### src/rtl/pswd_pkg.sv
// Package: shared constants and types of the pulse-swallow divider.
// Assumes nothing beyond IEEE 1800-2017.
package pswd_pkg;

    // Smallest main count the divider accepts; lower writes are raised to it.
    localparam int unsigned N_FLOOR = 3;

    // Where an incoming A/N write is routed.
    typedef enum logic [1:0] {
        WR_NONE   = 2'd0,
        WR_DIRECT = 2'd1,
        WR_SHADOW = 2'd2
    } wr_path_e;

endpackage

### src/rtl/pswd_prescaler.sv
// Module: behavioural dual-modulus prescaler.
// Counts input cycles and raises tick on the last cycle of each prescaler
// period. The length of the next period (P or P+1) is taken from hi_nxt and
// swallow_nxt whenever the period restarts or while hold is high.
// Assumes P_LO >= 4 so that two ticks can never be adjacent.
module pswd_prescaler #(
    parameter int P_LO = 32,
    parameter int P_HI = 64
) (
    input  logic clk,
    input  logic rst_n,
    input  logic hold,
    input  logic hi_nxt,
    input  logic swallow_nxt,
    output logic tick
);
    localparam int CW = $clog2(P_HI + 1);

    logic [CW-1:0] cnt_q;
    logic [CW-1:0] len_m1;

    // Length minus one of the prescaler period about to start.
    always_comb begin
        len_m1 = hi_nxt ? CW'(P_HI - 1) : CW'(P_LO - 1);
        if (swallow_nxt) begin
            len_m1 = len_m1 + 1'b1;
        end
    end

    assign tick = (cnt_q == '0);

    // Down-counter over one prescaler period; reloads on tick or hold.
    always_ff @(posedge clk) begin
        if (!rst_n) begin
            cnt_q <= CW'(P_LO - 1);
        end else if (hold || tick) begin
            cnt_q <= len_m1;
        end else begin
            cnt_q <= cnt_q - 1'b1;
        end
    end

    // a prescaler period is never a single cycle.
    p_tick_isolated_r1: assert property (@(posedge clk) disable iff (!rst_n)
        tick |=> !tick);

endmodule

### src/rtl/pswd_an_counter.sv
// Module: swallow (A) and main (N) counters with modulus latch.
// Advances once per prescaler tick. N counts the prescaler periods left in
// the output period; A counts the P+1 periods left. At the period end (tick
// with N at one) or during hold, both reload from the active values and the
// modulus select is sampled. Assumes n_load >= 3 and a_load <= n_load.
module pswd_an_counter #(
    parameter int NW = 14,
    parameter int AW = 6
) (
    input  logic          clk,
    input  logic          rst_n,
    input  logic          hold,
    input  logic          tick,
    input  logic          mod_sel,
    input  logic [AW-1:0] a_load,
    input  logic [NW-1:0] n_load,
    output logic          period_end,
    output logic          zp1,
    output logic          swallow_nxt,
    output logic          hi_nxt,
    output logic          mod_ctl
);
    import pswd_pkg::*;

    logic [NW-1:0] n_q, n_d;
    logic [AW-1:0] a_q, a_d;
    logic          hi_q, hi_d;

    assign period_end = !hold && tick && (n_q == NW'(1));
    assign zp1        = !hold && tick && (n_q == NW'(2));

    // Next state of both counters and the latched modulus.
    always_comb begin
        n_d  = n_q;
        a_d  = a_q;
        hi_d = hi_q;
        if (hold || period_end) begin
            n_d  = n_load;
            a_d  = a_load;
            hi_d = mod_sel;
        end else if (tick) begin
            n_d = n_q - 1'b1;
            if (a_q != '0) begin
                a_d = a_q - 1'b1;
            end
        end
    end

    // Counter and modulus registers.
    always_ff @(posedge clk) begin
        if (!rst_n) begin
            n_q  <= NW'(N_FLOOR);
            a_q  <= '0;
            hi_q <= 1'b0;
        end else begin
            n_q  <= n_d;
            a_q  <= a_d;
            hi_q <= hi_d;
        end
    end

    assign swallow_nxt = (a_d != '0);
    assign hi_nxt      = hi_d;
    assign mod_ctl     = (a_q != '0);

    // the main count never sits at zero.
    p_ncnt_live_r1: assert property (@(posedge clk) disable iff (!rst_n)
        n_q != '0);

    // P+1 division only starts at a period boundary or from standby.
    p_modctl_rise_r2: assert property (@(posedge clk) disable iff (!rst_n)
        $rose(mod_ctl) |-> ($past(period_end) || $past(hold)));

    // P+1 division ends only when a prescaler period ends.
    p_modctl_fall_r2: assert property (@(posedge clk) disable iff (!rst_n)
        $fell(mod_ctl) |-> ($past(tick) || $past(hold)));

endmodule

### src/rtl/pswd_prog_regs.sv
// Module: active and shadow A/N registers with transfer strobes.
// Direct writes (standby, or direct mode) land in the active pair. Shadowed
// writes park in the shadow pair until the next copy point (zp1). A copy arms
// a second strobe that fires at the following copy point.
// Assumes zp1 is high for one cycle at most per output period.
module pswd_prog_regs #(
    parameter int NW = 14,
    parameter int AW = 6
) (
    input  logic          clk,
    input  logic          rst_n,
    input  logic          standby,
    input  logic          sync_mode,
    input  logic          wr_en,
    input  logic [AW-1:0] wr_a,
    input  logic [NW-1:0] wr_n,
    input  logic          zp1,
    output logic [AW-1:0] a_act,
    output logic [NW-1:0] n_act,
    output logic          reload_stb,
    output logic          late_stb
);
    import pswd_pkg::*;

    logic [AW-1:0] a_q, sh_a_q;
    logic [NW-1:0] n_q, sh_n_q;
    logic [NW-1:0] wr_n_c;
    logic          pend_q, arm_q, reload_q, late_q;
    wr_path_e      path;

    // Raise too-small main counts to the floor.
    assign wr_n_c = (wr_n < NW'(N_FLOOR)) ? NW'(N_FLOOR) : wr_n;

    // Route the write by mode and standby.
    always_comb begin
        if (!wr_en) begin
            path = WR_NONE;
        end else if (standby || !sync_mode) begin
            path = WR_DIRECT;
        end else begin
            path = WR_SHADOW;
        end
    end

    // Active/shadow storage, copy at the copy point, strobe generation.
    always_ff @(posedge clk) begin
        if (!rst_n) begin
            a_q      <= '0;
            n_q      <= NW'(N_FLOOR);
            sh_a_q   <= '0;
            sh_n_q   <= NW'(N_FLOOR);
            pend_q   <= 1'b0;
            arm_q    <= 1'b0;
            reload_q <= 1'b0;
            late_q   <= 1'b0;
        end else begin
            reload_q <= 1'b0;
            late_q   <= 1'b0;
            if (standby) begin
                if (path == WR_DIRECT) begin
                    a_q <= wr_a;
                    n_q <= wr_n_c;
                end else if (pend_q) begin
                    a_q <= sh_a_q;
                    n_q <= sh_n_q;
                end
                pend_q <= 1'b0;
                arm_q  <= 1'b0;
            end else begin
                if (zp1 && arm_q) begin
                    late_q <= 1'b1;
                    arm_q  <= 1'b0;
                end
                if (zp1 && sync_mode && pend_q) begin
                    a_q      <= sh_a_q;
                    n_q      <= sh_n_q;
                    pend_q   <= 1'b0;
                    reload_q <= 1'b1;
                    arm_q    <= 1'b1;
                end
                case (path)
                    WR_DIRECT: begin
                        a_q <= wr_a;
                        n_q <= wr_n_c;
                    end
                    WR_SHADOW: begin
                        sh_a_q <= wr_a;
                        sh_n_q <= wr_n_c;
                        pend_q <= 1'b1;
                    end
                    default: begin
                    end
                endcase
            end
        end
    end

    assign a_act      = a_q;
    assign n_act      = n_q;
    assign reload_stb = reload_q;
    assign late_stb   = late_q;

    // a pending shadow transfer is only ever created by a write.
    p_pend_from_write_r6: assert property (@(posedge clk) disable iff (!rst_n)
        $rose(pend_q) |-> $past(wr_en));

    // the reload strobe follows a running cycle in shadowed mode.
    p_reload_sync_r6: assert property (@(posedge clk) disable iff (!rst_n)
        reload_stb |-> ($past(sync_mode) && !$past(standby)));

    // the active main count never drops below the floor.
    p_nfloor_r9: assert property (@(posedge clk) disable iff (!rst_n)
        n_act >= NW'(N_FLOOR));

endmodule

### src/rtl/pswallow_divider.sv
// Module: pulse-swallow dual-modulus feedback divider (top).
// Divides the input clock by P*N+A using a behavioural P/(P+1) prescaler,
// a swallow counter and a main counter. New A/N values are routed directly
// or through shadow registers copied at the last prescaler period.
// Assumes A <= N and N >= 3 for the stated ratio.
module pswallow_divider #(
    parameter int NW   = 14,
    parameter int AW   = 6,
    parameter int P_LO = 32,
    parameter int P_HI = 64
) (
    input  logic          clk,
    input  logic          rst_n,
    input  logic          standby,
    input  logic          sync_mode,
    input  logic          mod_sel,
    input  logic          wr_en,
    input  logic [AW-1:0] wr_a,
    input  logic [NW-1:0] wr_n,
    output logic          div_out,
    output logic          mod_ctl,
    output logic          reload_stb,
    output logic          late_stb
);
    logic [AW-1:0] a_act;
    logic [NW-1:0] n_act;
    logic          tick, period_end, zp1, swallow_nxt, hi_nxt;
    logic          div_q;

    pswd_prog_regs #(.NW(NW), .AW(AW)) u_regs (
        .clk        (clk),
        .rst_n      (rst_n),
        .standby    (standby),
        .sync_mode  (sync_mode),
        .wr_en      (wr_en),
        .wr_a       (wr_a),
        .wr_n       (wr_n),
        .zp1        (zp1),
        .a_act      (a_act),
        .n_act      (n_act),
        .reload_stb (reload_stb),
        .late_stb   (late_stb)
    );

    pswd_prescaler #(.P_LO(P_LO), .P_HI(P_HI)) u_psc (
        .clk         (clk),
        .rst_n       (rst_n),
        .hold        (standby),
        .hi_nxt      (hi_nxt),
        .swallow_nxt (swallow_nxt),
        .tick        (tick)
    );

    pswd_an_counter #(.NW(NW), .AW(AW)) u_cnt (
        .clk         (clk),
        .rst_n       (rst_n),
        .hold        (standby),
        .tick        (tick),
        .mod_sel     (mod_sel),
        .a_load      (a_act),
        .n_load      (n_act),
        .period_end  (period_end),
        .zp1         (zp1),
        .swallow_nxt (swallow_nxt),
        .hi_nxt      (hi_nxt),
        .mod_ctl     (mod_ctl)
    );

    // Register the period end into a clean one-cycle output pulse.
    always_ff @(posedge clk) begin
        if (!rst_n) begin
            div_q <= 1'b0;
        end else begin
            div_q <= period_end;
        end
    end

    assign div_out = div_q;

    // the output pulse is one input cycle wide.
    p_pulse_single_r1: assert property (@(posedge clk) disable iff (!rst_n)
        div_out |=> !div_out);

    // no output pulse follows a standby cycle.
    p_standby_quiet_r4: assert property (@(posedge clk) disable iff (!rst_n)
        standby |=> !div_out);

endmodule

### config.mk
export PLATFORM = sky130hd
export DESIGN_NAME = pswallow_divider
export DESIGN_NICKNAME = d
export VERILOG_FILES = /design/src/rtl/pswd_pkg.sv /design/src/rtl/pswd_prescaler.sv /design/src/rtl/pswd_an_counter.sv /design/src/rtl/pswd_prog_regs.sv /design/src/rtl/pswallow_divider.sv
export SDC_FILE = /design/constraint.sdc
export NUM_CORES = 1
export LEC_CHECK = 0
export BUFFER_PORTS_ARGS = -buffer_cell sky130_fd_sc_hd__buf_2
export CAP_MARGIN = 20
export CORE_ASPECT_RATIO = 1.1
export CORE_UTILIZATION = 30
export DETAILED_ROUTE_END_ITERATION = 6
export PLACE_DENSITY = 0.53
export RECOVER_POWER = 50
export SLEW_MARGIN = 5
export SYNTH_ARGS = -nofsm -noshare
export SYNTH_HDL_FRONTEND = slang
export SYNTH_SLANG_ARGS = --single-unit
### constraint.sdc
create_clock -name clk -period 5.95 [get_ports clk]
set_input_delay 0.595 -clock clk [delete_from_list [all_inputs] [get_ports clk]]
set_output_delay 0.595 -clock clk [all_outputs]
set_load 0.1 [all_outputs]
==> run_results.csv, run 1 <==
group,metric,value,unit
finish,final_nets,504,
timing,post-route-min-period,3.553,ns
global_route,grt_max_degree,44,
logic_synthesis,ys_types,58,
timing,holdWs,0.4319,ns
finish,num_antenna_cells,0,
timing,grt_setup_unrepaired,"no",
finish,nFillCells,1272,
placement,dp_hpwl,6723,um
worst_setup_path,cp_max_fo,21,
global_route,antenna_found_initial,0,
finish,layout_common_cells,"dfxtp_1, nand2_1, a21oi_1",
clock_network,cts_tree,"yes",
logic_synthesis,syn_area,3750,sq um
global_route,grt_pass1_wl,15860,um
clock_network,clk_pin_slew,0.06,ns
clock_network,clk_latency,0.33,ns
outcome,status,"completed",
drt,drt_iter0_markers,201,
global_route,overflow,0,
logic_synthesis,ys_ff_latch,73,
floorplanning,die-area,12950,sq um
logic_synthesis,synth_top_family_by_area,"simple AND/OR/NAND/NOR gates",
placement,postPlaceCellArea,3995,sq um
logic_synthesis,synth_ff_type,"dfxtp_1",
clock_network,cts_inserted_buffers,9,
drt,drc_errors,0,
logic_synthesis,synthCells,459,
drt,dr.pass1.iters,4,
logic_synthesis,synth_edf_count,0,
clock_network,cts_resized,0,
logic_synthesis,synth-compound-area-share,22.99,%
floorplanning,die_h,119.3,um
worst_setup_path,ff2ff_setup_slack,2.40,ns
drt,routedWlPerCell,15.36,um
finish,syn_to_final_growth,15.35,%
timing,skew,0.006090,ns
finish,multi_input_area,2106,sq um
logic_synthesis,synthAdderAreaFrac,2.669,%
floorplanning,ioPinCount,30,
worst_setup_path,startpoint_type,"flop",
finish,layout_commonest_cell,"dfxtp_1",
finish,regArea,1461,sq um
global_route,grt_usage,15.64,%
logic_synthesis,syn_nets,493,
timing,max_freq,0.2815,GHz
finish,fin_area,4325,sq um
clock_network,cts.path.max_buffers,2,
clock_network,cts.sinks,73,
logic_synthesis,synth.avg_cell_area,8.170,sq um
timing,slew_violations,0,
timing,timing.final.ws_setup,2.397,ns
finish,drive_above_1_share,11.16,%
drt,via_per_inst,5.390,
worst_setup_path,worstPathRequired,6.22,ns
logic_synthesis,ys_seq_area_share,38.97,%
drt,via_count,3390,
placement,gp_congestion,0.7488,
timing,finalCritPeriodShare,59.71,%
placement,port_buffers,29,
timing,finalSetupViolations,0,
timing,max_slew_margin,22.67,%
flow_run,max_cap_violations,0,
drt,drtAntennaViolNets,0,
logic_synthesis,synth_warnings,0,
hold_path,hold_class,"flop to flop",
power_and_ir_drop,ir_drop,0.1258,mV
power_and_ir_drop,leakage,1.743,nW
clock_network,root_buffer,"clkbuf_16",
floorplanning,coreArea,12090,sq um
floorplanning,rows,42,
drt,drt-total-wl,9660,um
timing,final_hold_viol_count,0,
global_route,grt_pass1_vias,3122,
logic_synthesis,synth-xor-area-share,1.401,%
floorplanning,chipWidth,108.6,um
logic_synthesis,synth_mux_area_share,5.906,%
timing,worstMarginPinSlew,1.165,ns
worst_setup_path,path_class,"flop to flop",
placement,post-place-ws,2.836,ns
floorplanning,start_util,31.02,%
clock_network,htree_levels,3,
clock_network,hold_buffers,0,
power_and_ir_drop,powerDensity,311.6,nW/um^2
worst_setup_path,cp-end-kind,"flop",
worst_setup_path,arrival,3.82,ns
timing,setup_tns,0,ns
clock_network,post-cts-setup-buffers,0,
logic_synthesis,async_reset_ff_share,0,%
logic_synthesis,yosys.area_share.simple,23.12,%
-- per-layer routing --
layer  global-route usage (%)  vias to the layer above  wire length (um)
li1                         -                     1706                 -
met5                        0                        -                 0
met3                    2.135                        8               298
met4                    6.334                        0               150
met1                    21.34                     1609              4734
met2                    24.56                       67              4476
-- per-stage QoR --
step                      instances  power (W)  util, %
after floorplan                 459  0.0006773        -
after global placement          613  0.0007245    33.05
after detailed placement        613  0.0007280    33.05
after CTS                       629   0.001361    35.90
after global routing            629   0.001407    35.79
final                           629   0.001348    35.79
-- report_power, final --
part,internal [W],leakage [nW],switching [W]
Sequential,0.000519,0.599,0.0000279
Clock,0.000412,0.163,0.000218
Combinational,0.0000659,0.981,0.000105
-- worst paths after layout --
kind | depth (start not counted) | start | endpoint
min reg2reg | 2 | u_regs.arm_q$_SDFFE_PP0P_ | u_regs.late_stb$_SDFF_PP0_
max | 8 | u_psc.cnt_q[0]$_SDFF_PN1_ | u_regs.n_act[2]$_SDFFE_PN0P_
min | 2 | u_regs.arm_q$_SDFFE_PP0P_ | u_regs.late_stb$_SDFF_PP0_
max reg2reg | 8 | u_psc.cnt_q[0]$_SDFF_PN1_ | u_regs.n_act[2]$_SDFFE_PN0P_
-- cells in the mapped netlist, types with 7 or more instances --
cell	instances	area share [%]
a211oi_1	7	1.4
a21oi_1	38	5.1
clkbuf_1	27	2.7
dfxtp_1	73	39
ha_1	8	2.7
inv_1	11	1.1
mux2i_1	21	5.6
nand2_1	63	6.3
nand3_1	25	3.3
nand4_1	7	1.2
nor2_1	28	2.8
nor3_1	13	1.7
nor4_1	10	1.7
o211a_1	18	4.8
o21ai_0	22	2.9
or3_1	9	1.5
-- critical path, stage by stage (launching register included) --
cell	delay [ns]
dfxtp_1	0.32
inv_1	0.11
ha_1	0.17
or4b_1	0.46
nor2_1	0.10
clkbuf_1	0.63
a311o_1	0.77
and2_1	0.72
o211a_1	0.22
-- kinds of logic (layout without fill, tap and decap cells) --
| kind of cell | Yosys count | in the layout |
|---|---|---|
| adder cells (fa/ha/maj) | 8 | 8 |
| XOR/XNOR | 6 | 6 |
| AO/OA/AOI/OAI | 125 | 125 |
| multiplexers | 22 | 22 |
| buffers and inverters | 47 | 63 |
| AND/OR/NAND/NOR | 178 | 178 |
| flip-flops | 73 | 73 |
-- state kept, by name, indices dropped and copies added (netlist names) --
| signal | flops |
|---|---|
| u_regs.pend_q | 1 |
| u_regs.arm_q | 1 |
| u_regs.late_stb | 1 |
| u_cnt.n_q | 14 |
| u_cnt.a_q | 6 |
| u_regs.reload_stb | 1 |
| u_psc.cnt_q | 7 |
| u_cnt.hi_q | 1 |
| u_regs.sh_a_q | 6 |
| u_regs.n_act | 14 |
| u_regs.sh_n_q | 14 |
| u_regs.a_act | 6 |
| div_out | 1 |
-- layout make-up --
cell class | instances | area share, %
multi-input combinational | 339 | 48.68
sequential | 73 | 33.79
timing repair buffer | 35 | 4.079
clock inverter | 6 | 2.661
inverter | 12 | 1.041
clock buffer | 10 | 5.294
tap | 154 | 4.455
(Power assumes the default switching activity.)
==> run 2: changes to the inputs <==
- clock period: 5.95 -> 3.7 ns (I/O delays scaled with it)
==> run 2 against run 1 <==
  * Wire length up 0.96%
  * Global-route usage up 0.70 points
  * Clock power up 55%
  * Utilization up 0.12 points
  * Register-to-register slack worse by 1.5 ns
  * Clock-buffer cell count up 2
==> run_results.csv, run 2 (same netlist as run 1, synthesis figures left out) <==
group,metric,value,unit
floorplanning,die_h,119.3,um
timing,post-route-min-period,2.797,ns
clock_network,cts.path.max_buffers,2,
drt,via_count,3403,
power_and_ir_drop,ir_drop,0.2419,mV
clock_network,cts_inserted_buffers,9,
flow_run,max_cap_violations,0,
worst_setup_path,startpoint,"u_psc.cnt_q[0]$_SDFF_PN1_",
clock_network,clk_pin_slew,0.06,ns
finish,nFillCells,1258,
worst_setup_path,reg2reg_depth,9,
hold_path,hold_class,"input pin to flop",
clock_network,cts_tree,"yes",
worst_setup_path,startpoint_type,"flop",
worst_setup_path,cp-end-kind,"flop",
finish,final_nets,506,
placement,port_buffers,29,
worst_setup_path,path_buf_inv,3,
timing,finalSetupViolations,0,
power_and_ir_drop,p_seq_share,41.2,%
clock_network,htree_levels,3,
timing,max_freq,0.3575,GHz
power_and_ir_drop,powerDensity,491.7,nW/um^2
timing,timing.final.ws_setup,0.9030,ns
floorplanning,die-area,12950,sq um
clock_network,hold_buffers,0,
hold_path,hold_depth,3,
clock_network,cts.sinks,73,
drt,drt-total-wl,9753,um
timing,skew,0.005532,ns
global_route,grt_pass1_wl,16520,um
power_and_ir_drop,leakage,1.762,nW
floorplanning,chipWidth,108.6,um
global_route,overflow,0,
power_and_ir_drop,swShare,25.65,%
global_route,antenna_found_initial,0,
finish,syn_to_final_growth,15.75,%
worst_setup_path,path_cells,"inv_1 > ha_1 > or4b_1 > nor2_1 > buf_4 > a311o_1 > buf_4 > and2_1 > o211a_1",
power_and_ir_drop,p_int,0.001587,W
floorplanning,start_util,31.02,%
drt,routedWlPerCell,15.46,um
worst_setup_path,worst_path_largest_cell_delay,0.63,ns
drt,drc_errors,0,
floorplanning,coreArea,12090,sq um
power_and_ir_drop,power.switching,0.0005475,W
finish,layout_common_cells,"dfxtp_1, nand2_1, a21oi_1",
timing,grt_setup_unrepaired,"no",
worst_setup_path,path_delay_family,"simple AND/OR/NAND/NOR gates",
placement,dp_hpwl,6744,um
global_route,grt_usage,16.34,%
power_and_ir_drop,combPwrFrac,13.0,%
worst_setup_path,worst_path_max_delay_cell,"and2_1",
placement,gp_congestion,0.8561,
worst_setup_path,reg2reg_to,"u_regs.a_act[1]$_SDFFE_PN0P_",
worst_setup_path,cp_common_cell,"buf_4",
hold_path,holdPathEnd,"u_regs.sh_a_q[4]$_SDFFE_PN0P_",
finish,num_antenna_cells,0,
clock_network,post-cts-setup-buffers,0,
drt,via_per_inst,5.393,
worst_setup_path,path_class,"flop to flop",
worst_setup_path,r2r-start,"u_psc.cnt_q[0]$_SDFF_PN1_",
drt,drt_iter0_markers,144,
timing,slew_violations,0,
drt,dr.pass1.iters,6,
global_route,grt_max_degree,43,
worst_setup_path,cp_num_cells,9,
timing,worstMarginPinSlew,1.170,ns
clock_network,clk_latency,0.34,ns
hold_path,min-delay-start,"wr_a[4]",
worst_setup_path,worstPathRequired,3.98,ns
clock_network,cts_resized,0,
worst_setup_path,ff2ff_setup_slack,0.90,ns
floorplanning,rows,42,
finish,drive_above_1_share,11.95,%
floorplanning,ioPinCount,30,
placement,post-place-ws,0.8908,ns
drt,drtAntennaViolNets,0,
finish,layout_commonest_cell,"dfxtp_1",
timing,finalCritPeriodShare,75.60,%
worst_setup_path,arrival,3.07,ns
timing,setup_tns,0,ns
outcome,status,"completed",
clock_network,root_buffer,"clkbuf_16",
worst_setup_path,cp_max_fo,21,
timing,final_hold_viol_count,0,
timing,max_slew_margin,22.33,%
global_route,grt_pass1_vias,3211,
power_and_ir_drop,p_clk_share,45.8,%
-- run 2: worst register-to-register path: cells and delay by family, from the launching register on --
| kind | cells | cell delay [ns] |
|---|---|---|
| AOI/OAI and AO/OA | 2 | 0.43 |
| and+or+nand+nor | 3 | 1.23 |
| buffers and inverters | 3 | 0.59 |
| DFF | 1 | 0.32 |
| adders and majority gates | 1 | 0.18 |
-- run 2: area by class of cell --
cell class / instances / area, sq um / area share [%]
Clock buffer: 12 / 266.5 / 6.140
Clock inverter: 4 / 73.82 / 1.701
Inverter: 12 / 45.04 / 1.038
Multi-Input combinational cell: 339 / 2106 / 48.52
Sequential cell: 73 / 1461 / 33.67
Tap cell: 154 / 192.7 / 4.439
Timing Repair Buffer: 37 / 195.2 / 4.497
-- run 2: power groups by stage --
stage / clock, W / combinational, W / sequential, W
after floorplan: 0 / 0.000209 / 0.000880
after global placement: 0 / 0.000275 / 0.000894
after detailed placement: 0 / 0.000277 / 0.000896
after CTS: 0.00100 / 0.000279 / 0.000878
after global routing: 0.00103 / 0.000310 / 0.000886
final: 0.000978 / 0.000277 / 0.000880
-- run 2: through the flow --
stage                     utilization, %  area (sq um)  instances  hold WS (ns)  power (W)
after floorplan                        -          3750        459        0.4099   0.001089
after detailed placement           33.18          4010        615        0.4224   0.001173
final                              35.91          4340        631        0.2809   0.002134
after global routing               35.91          4340        631        0.2956   0.002228
after global placement             33.18          4010        615        0.4192   0.001169
after CTS                          35.99          4350        631        0.2693   0.002158
-- run 2: how the worst max path moves through the flow --
stage	endpoint	slack, ns
5_1_grt	u_psc.cnt_q[5]$_SDFF_PN0_	0.57
2_1_floorplan	u_psc.cnt_q[5]$_SDFF_PN0_	1.02
4_1_cts	u_psc.cnt_q[5]$_SDFF_PN0_	0.88
6_report	u_regs.a_act[1]$_SDFFE_PN0P_	0.90
3_3_place_gp	u_psc.cnt_q[5]$_SDFF_PN0_	1.04
3_5_place_dp	u_psc.cnt_q[5]$_SDFF_PN0_	0.89
-- run 2: metal layers --
metal	vias to the layer above	share of wire (%)	global-route usage, %
li1	1710	-	-
met1	1591	48	22.11
met2	88	46	25.36
met3	14	3.6	2.135
met4	0	2.2	7.939
met5	-	0	0
==> run 3: changes to the inputs <==
- clock period: 3.7 -> 2.65 ns (I/O delays scaled with it)
==> run 3 against run 2 <==
  * Via count grew 0.91%
  * Critical path depth is the same
  * Die area is the same
  * Power grew 36%
  * Highest routed layer unchanged
==> run_results.csv, run 3 (same netlist as run 1, synthesis figures left out) <==
group,metric,value,unit
timing,slew_violations,0,
finish,layout_commonest_cell,"dfxtp_1",
drt,drt-total-wl,9855,um
worst_setup_path,path_class,"flop to flop",
floorplanning,rows,42,
clock_network,hold_buffers,0,
worst_setup_path,arrival,2.65,ns
clock_network,cts.path.max_buffers,2,
power_and_ir_drop,powerDensity,656.5,nW/um^2
finish,syn_to_final_growth,18.25,%
timing,max_freq,0.4124,GHz
power_and_ir_drop,p_clk_share,43.6,%
drt,routedWlPerCell,15.28,um
finish,drive_above_1_share,15.07,%
drt,drc_errors,0,
worst_setup_path,cp-end-kind,"flop",
timing,holdWs,0.1740,ns
finish,layout_common_cells,"dfxtp_1, nand2_1, a21oi_1",
timing,timing.final.ws_setup,0.2250,ns
global_route,overflow,0,
worst_setup_path,ff2ff_setup_slack,0.23,ns
timing,finalCritPeriodShare,91.51,%
worst_setup_path,cp_max_fo,20,
placement,gp_congestion,0.8398,
drt,drt_iter0_markers,275,
finish,final_nets,520,
global_route,antenna_found_initial,0,
global_route,grt_usage,16.25,%
timing,finalSetupViolations,0,
finish,num_antenna_cells,0,
power_and_ir_drop,ir_drop,0.3047,mV
floorplanning,die_h,119.3,um
power_and_ir_drop,swShare,26.52,%
global_route,grt_pass1_wl,16450,um
finish,final_core_util,36.69,%
floorplanning,coreArea,12090,sq um
placement,port_buffers,29,
power_and_ir_drop,p_int,0.002139,W
timing,skew,0.005820,ns
timing,worstMarginPinSlew,1.188,ns
floorplanning,start_util,31.02,%
worst_setup_path,worstPathRequired,2.88,ns
drt,via_count,3434,
floorplanning,die-area,12950,sq um
power_and_ir_drop,p_seq_share,42.2,%
power_and_ir_drop,combPwrFrac,14.2,%
flow_run,max_cap_violations,0,
worst_setup_path,startpoint_type,"flop",
drt,drtAntennaViolNets,0,
timing,final_hold_viol_count,0,
hold_path,hold_class,"input pin to flop",
clock_network,cts.sinks,73,
timing,max_slew_margin,21.12,%
drt,via_per_inst,5.324,
drt,dr.pass1.iters,4,
clock_network,clk_pin_slew,0.06,ns
placement,dp_hpwl,7094,um
clock_network,cts_inserted_buffers,9,
clock_network,root_buffer,"clkbuf_16",
floorplanning,chipWidth,108.6,um
clock_network,cts_tree,"yes",
power_and_ir_drop,power.switching,0.0007720,W
clock_network,clk_latency,0.34,ns
global_route,grt_pass1_vias,3291,
placement,post-place-ws,0.2305,ns
power_and_ir_drop,leakage,1.806,nW
outcome,status,"completed",
timing,post-route-min-period,2.425,ns
floorplanning,ioPinCount,30,
clock_network,htree_levels,3,
global_route,grt_max_degree,43,
## run 3: cell types whose count changed in the layout (fill, tap and decap cells not counted)
cell,delta
clkinvlp_4,+3
nor4b_1,-1
a211oi_2,+1
clkinv_4,-1
buf_4,+13
buf_2,+1
a211oi_1,-1
bufinv_16,-1
inv_1,-1
nor4b_2,+1
## run 3: stage by stage
stage	cells	cell area [sq um]	TNS, ns	total power [W]
6_report	645	4434	0	0.002911
3_5_place_dp	629	4124	0	0.001664
5_1_grt	645	4434	-0.0002469	0.003047
2_1_floorplan	459	3760	0	0.001525
4_1_cts	645	4441	0	0.002940
3_3_place_gp	629	4124	0	0.001658
## run 3: cell type report
class | count | area (sq um)
Sequential cell | 73 | 1461
Inverter | 12 | 48.80
Multi-Input combinational cell | 339 | 2117
Fill cell | 1235 | 7652
Timing Repair Buffer | 51 | 297.8
Tap cell | 154 | 192.7
Clock buffer | 12 | 266.5
Clock inverter | 4 | 50.05
## run 3: metal layers
| metal | vias up | track usage [%] | part of all wire, % |
|---|---|---|---|
| met3 | 15 | 3.558 | 4.2 |
| met4 | 0 | 6.588 | 1.9 |
| met5 | - | 0 | 0 |
| met2 | 72 | 25.44 | 46 |
| li1 | 1733 | - | - |
| met1 | 1614 | 21.41 | 48 |
## run 3: path summary, 6_finish.rpt
path                              from                            end  cells past startpoint
min reg2reg  u_regs.arm_q$_SDFFE_PP0P_     u_regs.late_stb$_SDFF_PP0_                      2
max          u_psc.cnt_q[0]$_SDFF_PN1_   u_regs.n_act[0]$_SDFFE_PN1P_                      9
max reg2reg  u_psc.cnt_q[0]$_SDFF_PN1_   u_regs.n_act[0]$_SDFFE_PN1P_                      9
min                            wr_a[1]  u_regs.sh_a_q[1]$_SDFFE_PN0P_                      3
## run 3: critical path: stages (launching register included)
cell and delay, ns:
dfxtp_1 0.32, inv_1 0.10, ha_1 0.17, or4b_1 0.46, nor2_1 0.24, buf_4 0.28, a311o_1 0.22, buf_4 0.25
nand4_1 0.14, o31a_1 0.14
## run 3: timing repair
item,CTS,global route
buffers inserted,0,0
endpoints found under the setup margin,0,1
resized for setup,0,1
## run 3: power groups by stage
stage / Sequential [W] / Combinational, W / Clock (W)
4_1_cts: 0.00123 / 0.000415 / 0.00130
5_1_grt: 0.00124 / 0.000458 / 0.00135
3_5_place_dp: 0.00125 / 0.000413 / 0
3_3_place_gp: 0.00125 / 0.000409 / 0
2_1_floorplan: 0.00123 / 0.000296 / 0
6_report: 0.00123 / 0.000413 / 0.00127
